===== config.mk =====
export PLATFORM = sky130hd
export DESIGN_NAME = paged_lfsr_seq
export DESIGN_NICKNAME = d
export VERILOG_FILES = /design/src/rtl/plseq_pkg.sv /design/src/rtl/plseq_lfsr_step.sv /design/src/rtl/plseq_ctrl.sv /design/src/rtl/plseq_ret_reg.sv /design/src/rtl/plseq_target.sv /design/src/rtl/paged_lfsr_seq.sv
export SDC_FILE = /design/constraint.sdc
export NUM_CORES = 1
export LEC_CHECK = 0
export BUFFER_PORTS_ARGS = -buffer_cell sky130_fd_sc_hd__buf_2
export CAP_MARGIN = 0
export CORE_UTILIZATION = 61
export DETAILED_ROUTE_END_ITERATION = 8
export PLACE_DENSITY = 0.93
export SYNTH_ARGS = -nofsm -noshare
export SYNTH_HDL_FRONTEND = slang
export SYNTH_HIERARCHICAL = 1
export SYNTH_SLANG_ARGS = --single-unit

===== constraint.sdc =====
create_clock -name clk_i -period 3.9 [get_ports clk_i]
set_clock_uncertainty 0.1 [all_clocks]
set_input_delay 0.78 -clock clk_i [delete_from_list [all_inputs] [get_ports clk_i]]
set_output_delay 0.78 -clock clk_i [all_outputs]
set_load 0.03 [all_outputs]

===== src/rtl/plseq_pkg.sv =====
package plseq_pkg;
  typedef enum logic [2:0] {
    K_NONE = 3'd0,
    K_PSEL = 3'd1,
    K_CALL = 3'd2,
    K_JUMP = 3'd3,
    K_RET  = 3'd4
  } op_kind_e;
endpackage


===== src/rtl/plseq_lfsr_step.sv =====
module plseq_lfsr_step #(
  parameter int          AW         = 6,
  parameter logic [AW-1:0] TAPS     = {2'b11, {(AW-2){1'b0}}},
  parameter bit          FULL_CYCLE = 1'b1
) (
  input  logic [AW-1:0] cur_i,
  output logic [AW-1:0] nxt_o
);
  localparam int LW = AW - 1;

  logic fb_base;
  logic fb;

  assign fb_base = ~^(cur_i & TAPS);

  // completion term splices the all-ones word into the cycle
  generate
    if (FULL_CYCLE) begin : g_full
      assign fb = fb_base ^ (&cur_i[LW-1:0]);
    end else begin : g_short
      assign fb = fb_base;
    end
  endgenerate

  assign nxt_o = {cur_i[LW-1:0], fb};
endmodule


===== src/rtl/plseq_ctrl.sv =====
module plseq_ctrl
  import plseq_pkg::*;
#(
  parameter int AW = 6,
  parameter int PW = 4
) (
  input  logic          clk_i,
  input  logic          rst_ni,
  input  logic          call_i,
  input  logic          jump_i,
  input  logic          psel_i,
  input  logic          ret_i,
  input  logic [AW-1:0] opnd_addr_i,
  input  logic [PW-1:0] opnd_page_i,
  output logic          busy_o,
  output op_kind_e      kind_o,
  output logic [AW-1:0] tgt_addr_o,
  output logic [PW-1:0] tgt_page_o
);
  logic          busy_q;
  op_kind_e      kind_q;
  logic [AW-1:0] tgt_addr_q;
  logic [PW-1:0] tgt_page_q;
  logic          any_strobe;
  op_kind_e      issue_kind;

  assign any_strobe = call_i | jump_i | psel_i | ret_i;

  always_comb begin
    if (ret_i)       issue_kind = K_RET;
    else if (call_i) issue_kind = K_CALL;
    else if (jump_i) issue_kind = K_JUMP;
    else if (psel_i) issue_kind = K_PSEL;
    else             issue_kind = K_NONE;
  end

  always_ff @(posedge clk_i or negedge rst_ni) begin
    if (!rst_ni) begin
      busy_q     <= 1'b0;
      kind_q     <= K_NONE;
      tgt_addr_q <= '0;
      tgt_page_q <= '0;
    end else if (busy_q) begin
      busy_q <= 1'b0;
      kind_q <= K_NONE;
    end else if (any_strobe) begin
      busy_q     <= 1'b1;
      kind_q     <= issue_kind;
      tgt_addr_q <= opnd_addr_i;
      tgt_page_q <= opnd_page_i;
    end
  end

  assign busy_o     = busy_q;
  assign kind_o     = kind_q;
  assign tgt_addr_o = tgt_addr_q;
  assign tgt_page_o = tgt_page_q;

  AST_BUSY_ONE_CYCLE: assert property (@(posedge clk_i) disable iff (!rst_ni)
    busy_q |=> !busy_q);
  AST_BUSY_AFTER_ISSUE: assert property (@(posedge clk_i) disable iff (!rst_ni)
    (!busy_q && any_strobe) |=> busy_q);
  AST_STROBE_ONEHOT: assert property (@(posedge clk_i) disable iff (!rst_ni)
    $onehot0({call_i, jump_i, psel_i, ret_i}));
endmodule


===== src/rtl/plseq_ret_reg.sv =====
module plseq_ret_reg
  import plseq_pkg::*;
#(
  parameter int            AW       = 6,
  parameter int            PW       = 4,
  parameter logic [PW-1:0] START_PG = '0
) (
  input  logic          clk_i,
  input  logic          rst_ni,
  input  logic          busy_i,
  input  op_kind_e      kind_i,
  input  logic          psel_i,
  input  logic [PW-1:0] opnd_page_i,
  input  logic [PW-1:0] page_i,
  input  logic [AW-1:0] addr_i,
  input  logic [AW-1:0] addr_nxt_i,
  output logic          sub_o,
  output logic [PW-1:0] ret_page_o,
  output logic [AW-1:0] ret_addr_o
);
  logic          sub_q;
  logic [PW-1:0] ret_page_q;
  logic [AW-1:0] ret_addr_q;
  logic          call_fin;
  logic          ret_fin;

  assign call_fin = busy_i && (kind_i == K_CALL);
  assign ret_fin  = busy_i && (kind_i == K_RET);

  // save happens in the busy cycle: addr_i already holds next(a)
  always_ff @(posedge clk_i or negedge rst_ni) begin
    if (!rst_ni) begin
      sub_q      <= 1'b0;
      ret_page_q <= START_PG;
      ret_addr_q <= '0;
    end else if (call_fin) begin
      sub_q <= 1'b1;
      if (!sub_q) begin
        if (psel_i) begin
          ret_page_q <= opnd_page_i;
          ret_addr_q <= addr_nxt_i;
        end else begin
          ret_page_q <= page_i;
          ret_addr_q <= addr_i;
        end
      end
    end else if (ret_fin) begin
      sub_q <= 1'b0;
    end
  end

  assign sub_o      = sub_q;
  assign ret_page_o = ret_page_q;
  assign ret_addr_o = ret_addr_q;

  AST_SUB_SET_ON_CALL: assert property (@(posedge clk_i) disable iff (!rst_ni)
    call_fin |=> sub_q);
  AST_SUB_CLR_ON_RET: assert property (@(posedge clk_i) disable iff (!rst_ni)
    ret_fin |=> !sub_q);
  AST_NESTED_KEEPS_RET: assert property (@(posedge clk_i) disable iff (!rst_ni)
    (call_fin && sub_q) |=> $stable({ret_page_q, ret_addr_q}));
endmodule


===== src/rtl/plseq_target.sv =====
module plseq_target
  import plseq_pkg::*;
#(
  parameter int            AW     = 6,
  parameter int            PW     = 4,
  parameter logic [PW-1:0] SR0_PG = '0,
  parameter logic [PW-1:0] SR1_PG = '0
) (
  input  logic          busy_i,
  input  op_kind_e      kind_i,
  input  logic          psel_i,
  input  logic [PW-1:0] opnd_page_i,
  input  logic [AW-1:0] tgt_addr_i,
  input  logic [PW-1:0] tgt_page_i,
  input  logic [PW-1:0] page_i,
  input  logic [AW-1:0] addr_i,
  input  logic [AW-1:0] addr_nxt_i,
  input  logic [PW-1:0] ret_page_i,
  input  logic [AW-1:0] ret_addr_i,
  output logic [PW-1:0] page_d_o,
  output logic [AW-1:0] addr_d_o
);
  logic [PW-1:0] local_pg;

  assign local_pg = (page_i == SR0_PG) ? SR1_PG : page_i;

  always_comb begin
    page_d_o = page_i;
    addr_d_o = addr_nxt_i;
    if (busy_i) begin
      unique case (kind_i)
        K_PSEL: begin
          page_d_o = tgt_page_i;
          addr_d_o = addr_i;
        end
        K_CALL: begin
          page_d_o = SR0_PG;
          addr_d_o = tgt_addr_i;
        end
        K_JUMP: begin
          page_d_o = psel_i ? opnd_page_i : local_pg;
          addr_d_o = tgt_addr_i;
        end
        K_RET: begin
          page_d_o = psel_i ? opnd_page_i : ret_page_i;
          addr_d_o = ret_addr_i;
        end
        default: begin
          page_d_o = page_i;
          addr_d_o = addr_i;
        end
      endcase
    end
  end
endmodule


===== src/rtl/paged_lfsr_seq.sv =====
module paged_lfsr_seq
  import plseq_pkg::*;
#(
  parameter int AW         = 6,
  parameter int PW         = 4,
  parameter int START_PAGE = 7,
  parameter int SR0_PAGE   = 0,
  parameter int SR1_PAGE   = 1,
  parameter logic [AW-1:0] TAPS = {2'b11, {(AW-2){1'b0}}},
  parameter bit FULL_CYCLE = 1'b1
) (
  input  logic          clk_i,
  input  logic          rst_ni,
  input  logic          call_i,
  input  logic          jump_i,
  input  logic          psel_i,
  input  logic          ret_i,
  input  logic [AW-1:0] opnd_addr_i,
  input  logic [PW-1:0] opnd_page_i,
  output logic [PW-1:0] page_o,
  output logic [AW-1:0] addr_o,
  output logic          busy_o,
  output logic          sub_o
);
  localparam logic [PW-1:0] START_PG = PW'(START_PAGE);
  localparam logic [PW-1:0] SR0_PG   = PW'(SR0_PAGE);
  localparam logic [PW-1:0] SR1_PG   = PW'(SR1_PAGE);

  logic [PW-1:0] page_q, page_d;
  logic [AW-1:0] addr_q, addr_d, addr_nxt;
  logic          busy;
  op_kind_e      kind;
  logic [AW-1:0] tgt_addr;
  logic [PW-1:0] tgt_page;
  logic [PW-1:0] ret_page;
  logic [AW-1:0] ret_addr;
  logic          sub;

  plseq_lfsr_step #(.AW(AW), .TAPS(TAPS), .FULL_CYCLE(FULL_CYCLE)) u_step (
    .cur_i (addr_q),
    .nxt_o (addr_nxt)
  );

  plseq_ctrl #(.AW(AW), .PW(PW)) u_ctrl (
    .clk_i       (clk_i),
    .rst_ni      (rst_ni),
    .call_i      (call_i),
    .jump_i      (jump_i),
    .psel_i      (psel_i),
    .ret_i       (ret_i),
    .opnd_addr_i (opnd_addr_i),
    .opnd_page_i (opnd_page_i),
    .busy_o      (busy),
    .kind_o      (kind),
    .tgt_addr_o  (tgt_addr),
    .tgt_page_o  (tgt_page)
  );

  plseq_ret_reg #(.AW(AW), .PW(PW), .START_PG(START_PG)) u_ret (
    .clk_i       (clk_i),
    .rst_ni      (rst_ni),
    .busy_i      (busy),
    .kind_i      (kind),
    .psel_i      (psel_i),
    .opnd_page_i (opnd_page_i),
    .page_i      (page_q),
    .addr_i      (addr_q),
    .addr_nxt_i  (addr_nxt),
    .sub_o       (sub),
    .ret_page_o  (ret_page),
    .ret_addr_o  (ret_addr)
  );

  plseq_target #(.AW(AW), .PW(PW), .SR0_PG(SR0_PG), .SR1_PG(SR1_PG)) u_tgt (
    .busy_i      (busy),
    .kind_i      (kind),
    .psel_i      (psel_i),
    .opnd_page_i (opnd_page_i),
    .tgt_addr_i  (tgt_addr),
    .tgt_page_i  (tgt_page),
    .page_i      (page_q),
    .addr_i      (addr_q),
    .addr_nxt_i  (addr_nxt),
    .ret_page_i  (ret_page),
    .ret_addr_i  (ret_addr),
    .page_d_o    (page_d),
    .addr_d_o    (addr_d)
  );

  always_ff @(posedge clk_i or negedge rst_ni) begin
    if (!rst_ni) begin
      page_q <= START_PG;
      addr_q <= '0;
    end else begin
      page_q <= page_d;
      addr_q <= addr_d;
    end
  end

  assign page_o = page_q;
  assign addr_o = addr_q;
  assign busy_o = busy;
  assign sub_o  = sub;

  AST_PAGE_HELD_ISSUE: assert property (@(posedge clk_i) disable iff (!rst_ni)
    !busy |=> (page_q == $past(page_q)));
  AST_ADDR_NO_STALL: assert property (@(posedge clk_i) disable iff (!rst_ni)
    !busy |=> (addr_q != $past(addr_q)));
  AST_CALL_LANDS_SR0: assert property (@(posedge clk_i) disable iff (!rst_ni)
    (busy && kind == K_CALL) |=> (page_q == SR0_PG));
  AST_RET_LANDS_SAVED: assert property (@(posedge clk_i) disable iff (!rst_ni)
    (busy && kind == K_RET && !psel_i) |=> (page_q == $past(ret_page) && addr_q == $past(ret_addr)));
endmodule


* Yosys cells after proc, flatten, opt, wreduce, memory -nomap -nowiden
Cells that the tools add are included.
Widths: inputs -> output; s select.
** Storage, ports and cells
- Register bits :: 35
- Latch bits :: 0
- Bits in writable memories :: 0
- Memory bits (read-only) :: 0
- Bits of input ports :: 16
- Output and inout bits :: 12
- Word-level logic and storage cells :: 51
- Memories :: 0
** Operators by class
- $add $sub $neg :: 0
- Multipliers :: 0
- Divide/modulo/power cells :: 0
- $lt $le $gt $ge :: 0
- Equal/unequal tests :: 6
- Shift operators :: 0
- Mux-type cells :: 18
- Bitwise gates (word level) :: 6
- Reduce and logical (&&, ||, !) cells :: 12
** Operators by type and width (number)
- $mux 4 :: 4
- $pmux 4 s4 :: 1
- $mux 3 :: 5
- $mux 6 :: 2
- $pmux 6 s2 :: 1
- $eq 3x2->1 const B :: 2
- $ne 3x2->1 const B :: 2
- $reduce_xnor 6->1 :: 1
- $mux 1 :: 5
- $reduce_and 5->1 :: 1
- $logic_not 4->1 :: 1
- $reduce_and 2->1 :: 2
- $reduce_bool 2->1 :: 2
- $reduce_bool 4->1 :: 1
- $eq 3x1->1 const B :: 1
- $eq 3x3->1 const B :: 1
- $or 1x1->1 :: 3
- $reduce_and 3->1 :: 1
- $logic_and 1x1->1 :: 2
- $not 1->1 :: 2
- $reduce_or 2->1 :: 1
- $xor 1x1->1 :: 1

* Logic depth before layout (Yosys ltp)
- Depth after elaboration :: 6
- Depth in mapped cells :: 6
- Depth with buffers taken out :: 5

* By module
The synthesis kept the hierarchy.
** Modules (own cells, without submodules)
- plseq_ret_reg :: instances 1, cells each 39, area each 598.1 µm², sequential area each 279.0 µm²
- plseq_ctrl :: instances 1, cells each 35, area each 566.8 µm², sequential area each 350.3 µm²
- plseq_target :: instances 1, cells each 74, area each 473.0 µm², sequential area each 0.0 µm²
- paged_lfsr_seq :: instances 1, cells each 10, area each 254.0 µm², sequential area each 254.0 µm²
- plseq_lfsr_step :: instances 1, cells each 9, area each 63.8 µm², sequential area each 0.0 µm²

* Worst setup path before layout
No wires, ideal clock.
- Path kind :: input to register
- Start point :: in psel_i
- End point :: reg u_ret.ret_page_q[3], in the netlist u_ret/ret_page_o[3]
- Setup time :: 0.125 ns
- Data arrival time :: 1.562 ns
- Required time :: 3.675 ns
- Path slack :: 2.112 ns
- Stages on the path :: 3
- Buffers on the path :: 1
- Cell sequence :: buf_2 -> mux2_2 -> mux2_4
** Between the ends
- Cells in the longest elaborated chain, start to end :: 1
** Ends and longest elaborated chain
- start: declaration :: line paged_lfsr_seq.sv:16 : input logic psel_i,
- $mux 4 :: line plseq_ret_reg.sv:39 : if (psel_i) begin
- end signal: assignment :: line plseq_ret_reg.sv:40 : ret_page_q <= opnd_page_i;
- end signal: assignment :: line plseq_ret_reg.sv:43 : ret_page_q <= page_i;
- end: declaration :: line plseq_ret_reg.sv:22 : logic [PW-1:0] ret_page_q;
No other way between the ends.
A chain may end at the register's enable or synchronous reset.

* Worst setup path in the final report
- Start point :: reg u_ctrl.busy_q, in the netlist u_ctrl/busy_o
- End point :: reg u_ret.ret_addr_q[5], in the netlist u_ret/ret_addr_o[5]
** Between the ends
- Cells in the longest elaborated chain, start to end :: 2
** Ends and longest elaborated chain
- start: declaration :: line plseq_ctrl.sv:20 : logic busy_q;
- start signal: assignment :: line plseq_ctrl.sv:39 : busy_q <= 1'b0;
- start signal: assignment :: line plseq_ctrl.sv:44 : busy_q <= 1'b0;
- start signal: assignment :: line plseq_ctrl.sv:47 : busy_q <= 1'b1;
- $logic_and 1x1->1 :: line plseq_ret_reg.sv:27 : assign call_fin = busy_i && (kind_i == K_CALL);
- $reduce_and 2->1 (no source line)
- end signal: assignment :: line plseq_ret_reg.sv:41 : ret_addr_q <= addr_nxt_i;
- end signal: assignment :: line plseq_ret_reg.sv:44 : ret_addr_q <= addr_i;
- end: declaration :: line plseq_ret_reg.sv:23 : logic [AW-1:0] ret_addr_q;
No other way between the ends.

==> summary.txt <==
Critical path
  – Crit. End Element: flip-flop
  – FF-to-FF path depth: 3
  – FF-to-FF End: u_ret/ret_addr_o[5]
  – Crit path launch type: flip-flop
  – Worst reg2reg path startpoint: u_ctrl/busy_o
  – Crit path from: u_ctrl/busy_o
  – Critical Path RT: 4030 ps
  – WS Path Type: reg -> reg
  – R2R Setup Slk: 1460 ps
  – Worst-path fanout max: 22
  – WP data arrival: 2570 ps

STA
  – Worst slew margin: 45.2%
  – Worst slew pin tran: 819 ps
  – Fmax: 410 MHz
  – Total negative slack: 0 ps
  – Final hold vios: 0
  – Final setup fails: 0
  – RSZ-0062 raised after global routing: false
  – Max Slew Vio Count: 0
  – Final period utilization: 62.5%
  – Min Tclk post-route: 2440 ps

Run status
  – Status: finished clean

Synthesis
  – Net Count, Synth: 183
  – Synth Register Bits: 35
  – Synth area leaders: dfrtp_1, mux2_4, dfstp_2, mux2_2, nand2_1
  – Synthesized area per cell: 11.7 µm²
  – Cell Area, Synth: 1960 µm²
  – Share of the synthesized area in the top cell type: 37.1%
  – Ys Warns: 6
  – Most used DFF post-synth: dfrtp_1
  – Cell variety after synth: 38
  – Syn Inst Count: 167
  – Fraction of registers with async set/reset: 100%
  – Area leader, netlist: dfrtp_1
  – Number of flops mapped to enable cells by yosys: 0
  – Sequential share of the synthesized area: 45.2%

Layout
  – Number of diodes: 0
  – Filler cell count in the final layout: 238
  – Final nets: 202
  – Cell Count, Final, Fillers Out: 231
  – Layout area overhead: 8.45%
  – Fraction of layout cells with a size suffix above 1: 40.6%

Routing
  – Avg WL per Cell: 16.5 µm
  – Met3 wire len: 242 µm
  – # DRC: 0
  – Routed WL: 3.80 mm
  – Via count: 1,366
  – Routed Antenna Nets: 0
  – 1st-iter DRT viols: 70
  – First drt pass iteration count: 4
  – Met1 wire length: 1.64 mm
  – Vias per inst: 5.91
  – Max layer used: met4
  – Met2 WL: 1.86 mm

Placed design
  – GP Congestion: 0.791
  – Hpwl dp: 2.54 mm
  – Placed insts: 223
  – IO Port Bufs: 27

Clock network
  – CTS sink cnt: 35
  – Post-CTS setup buffers: 0
  – H-Tree Depth: 2
  – Clock latency on the worst-skew pair: 350 ps
  – Cts repair resizes: 0
  – CTS Buf Count: 5
  – Clock buffer depth: 2
  – Worst-path clk slew: 110 ps
  – Post-CTS Hold Fix Bufs: 0
  – CTS tree: built
  – Root Driver: clkbuf_4

Floorplanning
  – Initial core utilization: 64.1%
  – Core area: 3050 µm²
  – Die height: 58.6 µm
  – Cell row count: 20
  – Die area: 3440 µm²
  – # IOs: 28
  – Die X-Extent: 58.6 µm

GRT
  – First-pass GRT wire length: 6.36 mm
  – Number of global-route vias before repair: 1,324
  – Gr ovfl total: 0
  – Largest net degree at the start of global routing: 36
  – Initial antenna violation count: 0
  – Overall global routing resource usage: 25.1%

Power and ir drop
  – Maximum VDD drop: 0.000331 V
  – P_leak: 0.964 nW
  – Power per standard cell area: 719 nW/µm²

Run
  – Maxcap violations: 0

Hold path
  – HP Class: in -> async
cells in the mapped netlist (all sizes together) (2+ instances only):
| master | instances |
|---|---|
| o21ai | 2 |
| nand4 | 2 |
| nand2 | 21 |
| dfstp | 6 |
| a41oi | 7 |
| dfrtp | 29 |
| inv | 3 |
| nand4bb | 2 |
| nor2b | 4 |
| nor2 | 12 |
| o22ai | 2 |
| a31oi | 3 |
| nor3b | 2 |
| a22o | 2 |
| buf | 14 |
| nor3 | 4 |
| mux2 | 30 |
| nand3b | 4 |
| a21oi | 5 |
| mux2i | 2 |
placed cells by master, fill, tap and decap left out, types with 2 or more instances in the layout:
cell type	count
nand4_1	2
nand4bb_1	2
a21oi_1	4
mux2_4	19
a41oi_1	7
nor3_1	3
nand2_1	21
bufinv_16	2
dfstp_2	6
o22ai_1	2
clkbuf_4	5
mux2i_1	2
buf_2	27
nor2_1	12
mux2_2	11
dfrtp_1	29
a31oi_1	3
nand3b_1	4
inv_1	3
a22o_1	2
nor2b_1	4
critical path: stages (launching register included):
cell,delay [ps]
dfrtp_1,800
nor3b_2,310
nand3b_1,590
mux2_4,520
layer usage:
layer,vias to the layer above,global-route usage [%]
li1,632,-
met2,45,41.9
met4,0,8.84
met5,-,0
met3,5,5.93
met1,684,32.2
through the flow:
step           power, mW  util (%)  hold WS (ps)  setup slack [ps]  instance area [µm²]
3_5_place_dp        1.20      66.1           394              1340                 2020
2_1_floorplan       1.11         -           374              2110                 1960
4_1_cts             1.53      69.5           394              1480                 2120
3_3_place_gp        1.16      66.1           390              1430                 2020
6_report            1.52      69.5           382              1460                 2120
5_1_grt             1.60      69.5           423              1310                 2120
sequential cells by signal, summed over array words and instances (netlist names):
signal	count
u_ctrl/kind_o	3
u_ctrl/tgt_page_o	4
u_ctrl/tgt_addr_o	6
addr_o	6
u_ret/sub_o	1
u_ret/ret_page_o	4
page_o	4
u_ret/ret_addr_o	6
u_ctrl/busy_o	1
where the power goes:
part / total, mW / switching (mW) / internal (mW)
Sequential: 0.651 / 0.139 / 0.513
Combinational: 0.547 / 0.270 / 0.277
Clock: 0.326 / 0.126 / 0.200
Total: 1.52 / 0.535 / 0.989
cells by family (layout without fill, tap and decap cells):
group | Yosys count | in the layout | share of synthesized area, %
flops | 35 | 35 | 45.2
compound gates | 26 | 26 | 9.73
buf+inv | 18 | 38 | 7.04
xor+xnor | 1 | 1 | 0.448
mux | 32 | 32 | 21.9
simple gates | 55 | 55 | 15.7
layout make-up:
cell class	instances	area, µm²	share of cell area [%]
multi-input combinational	114	935	44.1
inverter	3	11.3	0.531
clock buffer	6	41.3	1.95
clock inverter	2	60.1	2.83
sequential	35	883	41.7
timing repair buffer	27	135	6.37
tap	44	55.1	2.60
worst max path at each step:
| stage | end | slack [ps] | cells after the start |
|---|---|---|---|
| 5_1_grt | u_ret/ret_addr_o[1] | 1310 | 3 |
| 2_1_floorplan | u_ret/ret_page_o[3] | 2110 | 3 |
| 6_report | u_ret/ret_addr_o[5] | 1460 | 3 |
| 3_5_place_dp | u_ctrl/tgt_page_o[0] | 1340 | 4 |
| 3_3_place_gp | u_ctrl/tgt_page_o[0] | 1430 | 4 |
| 4_1_cts | u_ret/ret_addr_o[5] | 1480 | 3 |
No activity file was read; power rests on OpenSTA's default activity.
